[src/rtl/msr_pkg.sv]
// Package: shared widths and line positions for the modem status tracker.
// Assumes the four-line order below is the order of the status byte nibbles.
package msr_pkg;
    localparam int NLINES  = 4;
    localparam int CTL_W   = 5;
    localparam int IDX_CTS = 0;
    localparam int IDX_DSR = 1;
    localparam int IDX_RI  = 2;
    localparam int IDX_DCD = 3;
    localparam int CTL_DTR = 0;
    localparam int CTL_RTS = 1;
    localparam int CTL_OP1 = 2;
    localparam int CTL_OP2 = 3;
    localparam int CTL_LPB = 4;
    typedef logic [NLINES-1:0] line_vec_t;
endpackage

[src/rtl/msr_src_mux.sv]
// Module: chooses the source of each status line (external or looped-back
// control output) and gates the outgoing DTR/RTS pins.
// Assumes mcr_i is a registered control value, stable between edges.
module msr_src_mux
    import msr_pkg::*;
(
    input  logic [CTL_W-1:0] mcr_i,
    input  line_vec_t        ext_i,
    output line_vec_t        src_o,
    output logic             dtr_pin_o,
    output logic             rts_pin_o
);
    line_vec_t loop_vec;

    // Route each control output onto its looped-back status line.
    always_comb begin
        loop_vec          = '0;
        loop_vec[IDX_CTS] = mcr_i[CTL_RTS];
        loop_vec[IDX_DSR] = mcr_i[CTL_DTR];
        loop_vec[IDX_RI]  = mcr_i[CTL_OP1];
        loop_vec[IDX_DCD] = mcr_i[CTL_OP2];
    end

    // Pick loopback or external lines; silence outgoing pins in loopback.
    always_comb begin
        src_o     = mcr_i[CTL_LPB] ? loop_vec : ext_i;
        dtr_pin_o = mcr_i[CTL_DTR] & ~mcr_i[CTL_LPB];
        rts_pin_o = mcr_i[CTL_RTS] & ~mcr_i[CTL_LPB];
    end

    // Immediate check: no outgoing handshake pin is active in loopback.
    always_comb begin
        if (mcr_i[CTL_LPB]) begin
            p_pins_quiet_r8: assert (!dtr_pin_o && !rts_pin_o)
                else $error("outgoing pins active during loopback");
        end
    end
endmodule

[src/rtl/msr_line_cell.sv]
// Module: one status line. Registers the level and latches a sticky change
// flag. TRAIL_ONLY restricts the flag to active-to-inactive transitions.
// Assumes clr_i is a one-cycle read strobe; a change in that cycle survives.
module msr_line_cell #(
    parameter bit TRAIL_ONLY = 1'b0
) (
    input  logic clk,
    input  logic rst_n,
    input  logic src_i,
    input  logic clr_i,
    output logic level_o,
    output logic delta_o
);
    logic level_q;
    logic delta_q;
    logic hit;

    // Detect a qualifying transition between stored and incoming level.
    always_comb begin
        if (TRAIL_ONLY) hit = level_q & ~src_i;
        else            hit = level_q ^ src_i;
    end

    // Track the level and keep the change flag until a read clears it.
    always_ff @(posedge clk) begin
        if (!rst_n) begin
            level_q <= 1'b0;
            delta_q <= 1'b0;
        end else begin
            level_q <= src_i;
            delta_q <= (delta_q & ~clr_i) | hit;
        end
    end

    assign level_o = level_q;
    assign delta_o = delta_q;

    p_level_follow_r1: assert property (@(posedge clk) disable iff (!rst_n)
        1'b1 |=> (level_o == $past(src_i)));

    p_edge_sets_r2: assert property (@(posedge clk) disable iff (!rst_n)
        ((src_i != level_o) && (!TRAIL_ONLY || level_o)) |=> delta_o);

    p_rise_quiet_r3: assert property (@(posedge clk) disable iff (!rst_n)
        (TRAIL_ONLY && !level_o && src_i && (!delta_o || clr_i)) |=> !delta_o);
endmodule

[src/rtl/msr_tracker.sv]
// Module: modem status byte keeper. Combines the source selector and one
// line cell per handshake line, assembles the byte and the interrupt request.
// Assumes line inputs are already synchronised to clk.
module msr_tracker
    import msr_pkg::*;
(
    input  logic             clk,
    input  logic             rst_n,
    input  logic [CTL_W-1:0] mcr_i,
    input  logic             msi_en_i,
    input  logic             msr_rd_i,
    input  logic             cts_i,
    input  logic             dsr_i,
    input  logic             ri_i,
    input  logic             dcd_i,
    output logic [2*NLINES-1:0] msr_o,
    output logic             irq_o,
    output logic             dtr_pin_o,
    output logic             rts_pin_o
);
    line_vec_t ext_w;
    line_vec_t src_w;
    line_vec_t lvl_w;
    line_vec_t dlt_w;

    // Gather the external lines in status order.
    always_comb begin
        ext_w          = '0;
        ext_w[IDX_CTS] = cts_i;
        ext_w[IDX_DSR] = dsr_i;
        ext_w[IDX_RI]  = ri_i;
        ext_w[IDX_DCD] = dcd_i;
    end

    msr_src_mux i_src_mux (
        .mcr_i     (mcr_i),
        .ext_i     (ext_w),
        .src_o     (src_w),
        .dtr_pin_o (dtr_pin_o),
        .rts_pin_o (rts_pin_o)
    );

    for (genvar g = 0; g < NLINES; g++) begin : g_line
        msr_line_cell #(
            .TRAIL_ONLY (g == IDX_RI)
        ) i_cell (
            .clk     (clk),
            .rst_n   (rst_n),
            .src_i   (src_w[g]),
            .clr_i   (msr_rd_i),
            .level_o (lvl_w[g]),
            .delta_o (dlt_w[g])
        );
    end

    // Assemble the byte and the modem-status request.
    always_comb begin
        msr_o = {lvl_w, dlt_w};
        irq_o = msi_en_i & (|dlt_w);
    end

    p_rd_clears_r4: assert property (@(posedge clk) disable iff (!rst_n)
        (msr_rd_i && (src_w == lvl_w)) |=> (dlt_w == '0));

    p_irq_hold_r9: assert property (@(posedge clk) disable iff (!rst_n)
        (irq_o && !msr_rd_i && msi_en_i) |=> (irq_o || !msi_en_i));
endmodule

[config.mk]
export PLATFORM = sky130hd
export DESIGN_NAME = msr_tracker
export DESIGN_NICKNAME = d
export VERILOG_FILES = /design/src/rtl/msr_pkg.sv /design/src/rtl/msr_src_mux.sv /design/src/rtl/msr_line_cell.sv /design/src/rtl/msr_tracker.sv
export SDC_FILE = /design/constraint.sdc
export NUM_CORES = 1
export LEC_CHECK = 0
export ABC_AREA = 1
export ABC_CLOCK_PERIOD_IN_PS = 900
export BUFFER_PORTS_ARGS = -buffer_cell sky130_fd_sc_hd__buf_4
export CAP_MARGIN = 25
export CORE_AREA = 8 8 45 47
export DETAILED_ROUTE_END_ITERATION = 10
export DIE_AREA = 0 0 53 55
export PLACE_DENSITY = 0.7
export SYNTH_ARGS = -nofsm -noshare
export SYNTH_HDL_FRONTEND = slang
export SYNTH_SLANG_ARGS = --single-unit
[constraint.sdc]
create_clock -name clk -period 0.9 [get_ports clk]
set_clock_uncertainty 0.2 [all_clocks]
set_input_delay 0.18 -clock clk [delete_from_list [all_inputs] [get_ports clk]]
set_output_delay 0.18 -clock clk [all_outputs]
set_load 0.1 [all_outputs]
Word level (Yosys, flattened, before mapping)
Cells that the tools add are included.
{ "totals": {"ff_bits": 8, "input_bits": 13, "out_inout_bits": 11, "wordCells": 28} }
{ "classes": {"muxes": 1, "bitwise": 18, "n_reduce_logical": 1} }
{ "op_table": {"columns": ["cell", "count"], "rows": [
  ["$and 1x1->1", 8],
  ["$mux 4", 1],
  ["$or 1x1->1", 4],
  ["$reduce_or 4->1", 1],
  ["$not 1->1", 3],
  ["$xor 1x1->1", 3]
]} }

Depth between registers and ports, before layout
Gate-level depths: netlist of run 1.
{ "logic_depth": {"depth_word": 4, "mapped_depth": 6, "ltp_nobuf": 6} }

By module
A second synthesis of run 1 with hierarchy kept.
{ "hier_totals": {"cells_unflattened": 70, "hier_area_um2": 402.9} }
{ "by_module_without_submodules": {"columns": ["mod", "n_inst", "cells_per_inst", "area_each_um2", "seq_area_each_um2"], "rows": [
  ["msr_line_cell (g_line[0].i_cell ...)", 3, 13, 82.6, 40.0],
  ["msr_line_cell (g_line[2].i_cell)", 1, 10, 75.1, 40.0],
  ["msr_src_mux", 1, 17, 63.8, 0.0],
  ["msr_tracker", 1, 4, 16.3, 0.0]
]} }

Worst setup path before layout of run 1
Ideal clock, no wire load.
{ "synth_timing": {"kind": "register to output", "startpoint": "register g_line[2].i_cell.delta_q", "endpoint": "output irq_o", "arrival_time_ps": 2557, "t_required_ps": 520, "path_slack_ps": -2037, "path_stages_with_launch": 3, "n_path_buf": 0, "cell_sequence": "dfxtp_1 > nor2_1 > a21boi_0"} }
{ "synth_between": {"elab_chain_len": 2} }
{ "synth_lines": {"columns": ["element", "line_no", "rtl"], "rows": [
  ["start: declaration", "msr_line_cell.sv:15", "logic delta_q;"],
  ["start signal: assignment", "msr_line_cell.sv:31", "delta_q <= (delta_q & ~clr_i) | hit;"],
  ["$reduce_or 4->1", "msr_tracker.sv:59", "irq_o = msi_en_i & (|dlt_w);"],
  ["$and 1x1->1", "msr_tracker.sv:59", null],
  ["end: declaration", "msr_tracker.sv:17", "output logic irq_o,"]
]} }
No other way between the ends.

Worst setup path in the final report of run 1
{ "layout_timing": {"startpoint": "register g_line[0].i_cell.delta_q", "endpoint": "output irq_o"} }
{ "layout_between": {"elab_chain_len": 2} }
{ "layout_lines": {"columns": ["element", "line_no"], "rows": [
  ["start: declaration", "msr_line_cell.sv:15"],
  ["start signal: assignment", "msr_line_cell.sv:31"],
  ["$reduce_or 4->1", "msr_tracker.sv:59"],
  ["$and 1x1->1", "msr_tracker.sv:59"]
]} }
No other way between the ends.

==> reports/results.ini, run 1 <==
[floorplan]
initial_core_util_pct=35.5
std_cell_rows=14
core_sq_um=1380
die-area_sq_um=2920
fp.dieW_um=53
dieHeight_um=55
io_pins=24

[timing]
fin_tns_setup_ns=-3.94
fmax_mhz=716
setup_slack_ns=-0.497
fin_hold_ws_ns=-0.0613
relSlewSlack_pct=85.8
period_share_pct=155
slew_viol_final=0
rsz0062_at_grt=true
layout_min_cycle_time_ns=1.40
tightest_slew_ns=0.212
finalHoldViolCount=4
finalSetupViolations=15

[grt]
grt_pass1_wl_um=2630
grt_pass1_vias=603
grt_max_degree=7
grt_usage_pct=12.6
antenna_found_initial=0
grt.overflow.total=0

[finish]
n_fill_cell=107
final_util_pct=77.9
antenna_cells=0
fin_nets=127
drive_above_1_share_pct=72.3
multi_input_area_sq_um=274
seq_area_sq_um=175
areaGrowthSynthToFinish_pct=119

[drt]
post-route-drc-count=0
routed_wl_um=1680
ant_nets=0
routed-via-count=591
viasPerCell=4.62
wl_per_cell_um=13.1
dr.pass1.iters=3
drt_iter0_markers=5

[cts]
path_clk_slew_ns=0.05
numCtsBuffers=3
cts_root_buf=clkbuf_4
cts.htree.levels=1
insertion_delay_ns=0.26
clk_path_buf_depth=2
cts_tree=built
cts_sinks=8

[setup_path]
cp_slowest_stage_delay_ns=0.35
crit_buf_inv=1
cp.required_ns=0.52
cp.arrival_ns=1.02
cp_cell_sequence=nor2_2 > a21boi_4 > buf_12
cp_slowest_cell=dfxtp_2
crit_path_max_fanout=2
rrSetupSlack_ns=-0.20
crit_type=register to output pin
cp-end-kind=output pin
startpoint_type=register
cp_top_family=flip-flops

[logic_synthesis]
syn_area_sq_um=492
synth-warning-count=0
seq_area_frac_synth_pct=32.6
synth_fp_nets=87
syn_area_per_cell_sq_um=6.64
ys_ff_latch=8
syn-instance-count=74
synth.distinct_cells=13

[power_and_ir_drop]
pwr-share-clk_pct=19.9
power_w=0.00146
p_int_w=0.000863
switching_share_pct=40.9
powerDensity_nw_per_um2=1350
power_frac_seq_pct=28.3
leakagePower_nw=0.558
p_comb_share_pct=51.9
power.switching_w=0.000598
vdd_ir_drop_max_v=0.00100

[status]
outcome=complete, but fails checks
violations=hold timing, setup timing

[place]
dp_hpwl_um=1130
io_buffer_count=23
gp_congestion=0.747

[worst_hold_path]
min_path_type=input pin to register

[job]
maxCapViolCount=0

[kinds of logic after synthesis]
| logic type | Yosys count | synth area share [%] |
|---|---|---|
| buffers and inverters | 25 | 26.7 |
| AND/OR/NAND/NOR | 35 | 32.6 |
| AO/OA/AOI/OAI | 6 | 8.14 |
| flip-flops | 8 | 32.6 |
[worst reg2reg max path, delay by kind of cell (launching register included)]
family                 cells  cell delay [ns]
AO/OA/AOI/OAI              1             0.05
buffers and inverters      3             0.36
flip-flops                 1             0.32
AND/OR/NAND/NOR            1             0.06
[metrics by stage]
| step | area, sq um | cells | setup slack [ns] | hold slack (ns) |
|---|---|---|---|---|
| after floorplan | 592 | 74 | -0.420 | 0.0776 |
| after global placement | 737 | 115 | -0.257 | 0.195 |
| after detailed placement | 737 | 115 | -0.285 | 0.203 |
| after CTS | 987 | 124 | -0.491 | -0.0786 |
| after global routing | 1080 | 128 | -0.548 | -0.0690 |
| final | 1080 | 128 | -0.497 | -0.0613 |
[path summary, 6_finish.rpt]
path / start / end / cells past startpoint
max reg2reg: g_line[2].i_cell.delta_o / g_line[2].i_cell.delta_o / 5
min reg2reg: g_line[2].i_cell.level_o / g_line[2].i_cell.delta_o / 3
min: rst_n / g_line[1].i_cell.delta_o / 3
max: g_line[0].i_cell.delta_o / irq_o / 3
[power groups by stage]
stage          sequential [W]  combinational, W  clock, W
2_1_floorplan        0.000419          0.000456         0
3_3_place_gp         0.000411          0.000544         0
3_5_place_dp         0.000414          0.000552         0
4_1_cts              0.000412          0.000711  0.000301
5_1_grt              0.000416          0.000794  0.000319
6_report             0.000413          0.000758  0.000290
[sequential cells by signal, indices dropped and copies added, names as in the netlist]
register,count
g_line.i_cell.level_o,4
g_line.i_cell.delta_o,4
[Yosys cell counts]
| cell | count | area share (%) |
|---|---|---|
| nand2_2 | 5 | 6.4 |
| a21boi_0 | 1 | 1.5 |
| buf_6 | 1 | 2.3 |
| nand3_2 | 1 | 2.0 |
| buf_4 | 8 | 12 |
| nand2_1 | 16 | 12 |
| a21oi_1 | 3 | 3.1 |
| a21oi_2 | 1 | 1.8 |
| o21ai_2 | 1 | 1.8 |
| nor2_1 | 5 | 3.8 |
| dfxtp_1 | 8 | 33 |
| inv_1 | 16 | 12 |
| nand3_1 | 8 | 8.1 |
[cell usage in the layout, fill, tap and decap left out]
| cell type | instances |
|---|---|
| nand3_2 | 7 |
| buf_8 | 2 |
| a21oi_1 | 3 |
| dfxtp_2 | 6 |
| buf_12 | 12 |
| o21ai_2 | 1 |
| a21oi_2 | 1 |
| nand2_4 | 1 |
| nor2_4 | 2 |
| nor2_1 | 1 |
| a21boi_4 | 1 |
| inv_2 | 2 |
| nor2_2 | 2 |
| nand2_2 | 7 |
| buf_6 | 7 |
| dfxtp_4 | 2 |
| clkbuf_4 | 3 |
| buf_4 | 23 |
| nand3_1 | 2 |
| inv_1 | 12 |
| inv_4 | 2 |
| nand2_1 | 13 |
[layout make-up]
type                            count  share of cell area [%]
Sequential cell                     8                    16.2
Inverter                           16                    6.03
Tap cell                           16                    1.86
Clock buffer                        3                    2.09
Multi-Input combinational cell     41                    25.4
Timing Repair Buffer               44                    48.4
[repair_timing]
| action | in CTS | in global routing |
|---|---|---|
| resized for setup | 47 | 19 |
| setup buffers | 6 | 5 |
| pin swaps | 6 | 8 |
| endpoints found under the setup margin | 14 | 16 |
| hold endpoints to repair | 6 | 4 |
[metal layers]
layer	vias up	track usage, %	share of wire [%]
met2	16	23.2	54
li1	289	-	-
met3	5	4.28	5.8
met1	281	11.3	38
met4	0	9.05	2.3
met5	-	0	0
(Power assumes the default switching activity.)
==> run 2, diff against run 1 <==
--- a/config.mk
+++ b/config.mk
@@ -11,6 +11,7 @@
 export CAP_MARGIN = 25
-export CORE_AREA = 8 8 45 47
+export CORE_AREA = 2 2 39 41
 export DETAILED_ROUTE_END_ITERATION = 10
-export DIE_AREA = 0 0 53 55
+export DIE_AREA = 0 0 41 43
 export PLACE_DENSITY = 0.7
+export SETUP_SLACK_MARGIN = 0.1
 export SYNTH_ARGS = -nofsm -noshare
==> constraint.sdc (replaced) <==
create_clock -name clk -period 0.9 [get_ports clk]
set_clock_uncertainty 0.2 [all_clocks]
set_input_delay 0.045 -clock clk [delete_from_list [all_inputs] [get_ports clk]]
set_output_delay 0.045 -clock clk [all_outputs]
set_load 0.1 [all_outputs]
==> run 2 against run 1 <==
Net effect:
- clock power is 2% lower
- design area shrank 7.9%
- the run still ends with hold timing, setup timing left
- global-route usage is 6.9 points higher
- sequential power fell by 1%
- largest cell class unchanged
- die area is 40% lower
- final cell count shrank 6.3%
==> reports/results.ini, run 2 (synthesis results as in run 1) <==
[status]
outcome=complete, but fails checks
violations=hold timing, setup timing

[drt]
ant_nets=0  ; unchanged
drt_iter0_markers=10  ; +5
viasPerCell=4.69  ; +1.6%
post-route-drc-count=0  ; unchanged
wl_per_cell_um=13.1  ; -0.43%
routed-via-count=563  ; -4.7%
routed_wl_um=1570  ; -6.7%
dr.pass1.iters=3  ; unchanged

[timing]
fin_tns_setup_ns=-2.41  ; +1.53 ns
fin_hold_ws_ns=-0.179  ; -0.118 ns
slew_viol_final=0  ; unchanged
relSlewSlack_pct=82.1  ; -3.8 points
fmax_mhz=797  ; +11%
layout_min_cycle_time_ns=1.26  ; -0.141 ns
rsz0062_at_grt=true
period_share_pct=139  ; -16 points
finalSetupViolations=13  ; -2
setup_slack_ns=-0.355  ; +0.141 ns
tightest_slew_ns=0.269  ; +0.0568 ns
finalHoldViolCount=8  ; +4

[setup_path]
cp.required_ns=0.65  ; +0.13 ns
rrSetupSlack_ns=-0.18  ; +0.02 ns
cp-end-kind=output pin
startpoint_type=register
cp.arrival_ns=1.01  ; about the same
rr_worst_depth=6  ; +1
r2r_end=g_line[0].i_cell.delta_o
crit_path_max_fanout=2  ; unchanged
r2r-start=g_line[0].i_cell.delta_o
crit_type=register to output pin

[floorplan]
die-area_sq_um=1760  ; -40%
std_cell_rows=14  ; unchanged
io_pins=24  ; unchanged
dieHeight_um=43  ; -22%
fp.dieW_um=41  ; -23%
initial_core_util_pct=35.5  ; unchanged
core_sq_um=1380  ; unchanged

[grt]
grt_pass1_vias=586  ; -2.8%
antenna_found_initial=0  ; unchanged
grt_max_degree=7  ; unchanged
grt_pass1_wl_um=2280  ; -13%
grt_usage_pct=19.5  ; +6.9 points
grt.overflow.total=0  ; unchanged

[power_and_ir_drop]
power.switching_w=0.000586  ; -2.0%
pwr-share-clk_pct=20.1  ; +0.2 points
leakagePower_nw=0.520  ; -6.7%
p_comb_share_pct=51.0  ; -0.9 points
power_frac_seq_pct=28.9  ; +0.6 points
vdd_ir_drop_max_v=0.000744  ; -26%
p_int_w=0.000823  ; -4.6%
switching_share_pct=41.6  ; +0.66 points
powerDensity_nw_per_um2=1420  ; +4.7%

[finish]
areaGrowthSynthToFinish_pct=102
design_area_sq_um=993  ; -7.9%
antenna_cells=0  ; unchanged
drive_above_1_share_pct=66.3  ; -6.0 points
mostFrequentLayoutCells=buf_4, inv_1, nand2_1, buf_12, nand2_2
fin_nets=119  ; -6.3%
final_common_cell=buf_4

[cts]
cts_tree=built
cts_root_buf=clkbuf_4
numCtsBuffers=3  ; unchanged
clk_path_buf_depth=2  ; unchanged
cts.htree.levels=1  ; unchanged
path_clk_slew_ns=0.06  ; about the same
insertion_delay_ns=0.26  ; about the same
cts_sinks=8  ; unchanged

[worst_hold_path]
min_to=g_line[1].i_cell.delta_o
min_from=rst_n
min_path_type=input pin to register
hold_depth=3  ; unchanged

[place]
io_buffer_count=23  ; unchanged
dp_hpwl_um=914  ; -19%
gp_congestion=0.717  ; -4.0%
placed_area_sq_um=713  ; -3.2%

[job]
maxCapViolCount=0  ; unchanged

==> run 2: cell count changes in the layout (fill, tap and decap cells not counted), sizes merged <==
cell,change
buf,-8
==> run 2: area by class of cell <==
type | instances | area [sq um]
well taps | 16 | 20.0
multi-input cells | 41 | 277
flip-flops and latches | 8 | 180
inverters | 16 | 60.1
clock buffers | 3 | 22.5
fillers | 103 | 390
repair buffers | 36 | 434
==> run 2: layer usage <==
metal  up-vias  wire, um  track usage, %
met5         -         0               0
met2        18       930            35.3
met4         0        50            11.3
li1        275         -               -
met1       264       524            17.6
met3         6        66            4.71
==> run 2: power by group through the flow <==
stage / sequential (W) / combinational, W / clock, W
global route: 0.000412 / 0.000749 / 0.000292
detailed placement: 0.000413 / 0.000539 / 0
finish: 0.000408 / 0.000719 / 0.000283
floorplan: 0.000415 / 0.000437 / 0
global placement: 0.000411 / 0.000532 / 0
CTS: 0.000410 / 0.000693 / 0.000279
==> run 2: critical path, stage by stage (launching register included) <==
cell	delay [ns]
dfxtp_2	0.34
nor2_2	0.05
a21boi_4	0.16
buf_12	0.19
==> run 2: metrics by stage <==
stage	total power (W)	hold slack, ns	instances	worst slack, ns	util (%)
final	0.00141	-0.179	120	-0.355	71.8
after global routing	0.00145	-0.160	120	-0.387	71.8
after CTS	0.00138	-0.201	119	-0.332	69.3
after detailed placement	0.000952	0.0536	112	-0.143	51.5
after global placement	0.000943	0.0559	112	-0.121	51.5
after floorplan	0.000851	-0.0616	74	-0.285	-
==> run 2: worst max path at each step <==
stage / to / slack, ns / cells past startpoint / start
3_5_place_dp: irq_o / -0.14 / 3 / g_line[0].i_cell.delta_o
3_3_place_gp: irq_o / -0.12 / 3 / g_line[0].i_cell.delta_o
6_report: irq_o / -0.36 / 3 / g_line[2].i_cell.delta_o
2_1_floorplan: irq_o / -0.28 / 2 / g_line[2].i_cell.delta_o
5_1_grt: irq_o / -0.39 / 3 / g_line[0].i_cell.delta_o
4_1_cts: irq_o / -0.33 / 3 / g_line[0].i_cell.delta_o
==> run 2: repair_timing <==
action                                  CTS  global route
endpoints found under the setup margin   15            15
endpoints found under the hold margin     8             8
pin swaps                                 7             5
resized for setup                        49             9
buffers inserted                          4             3
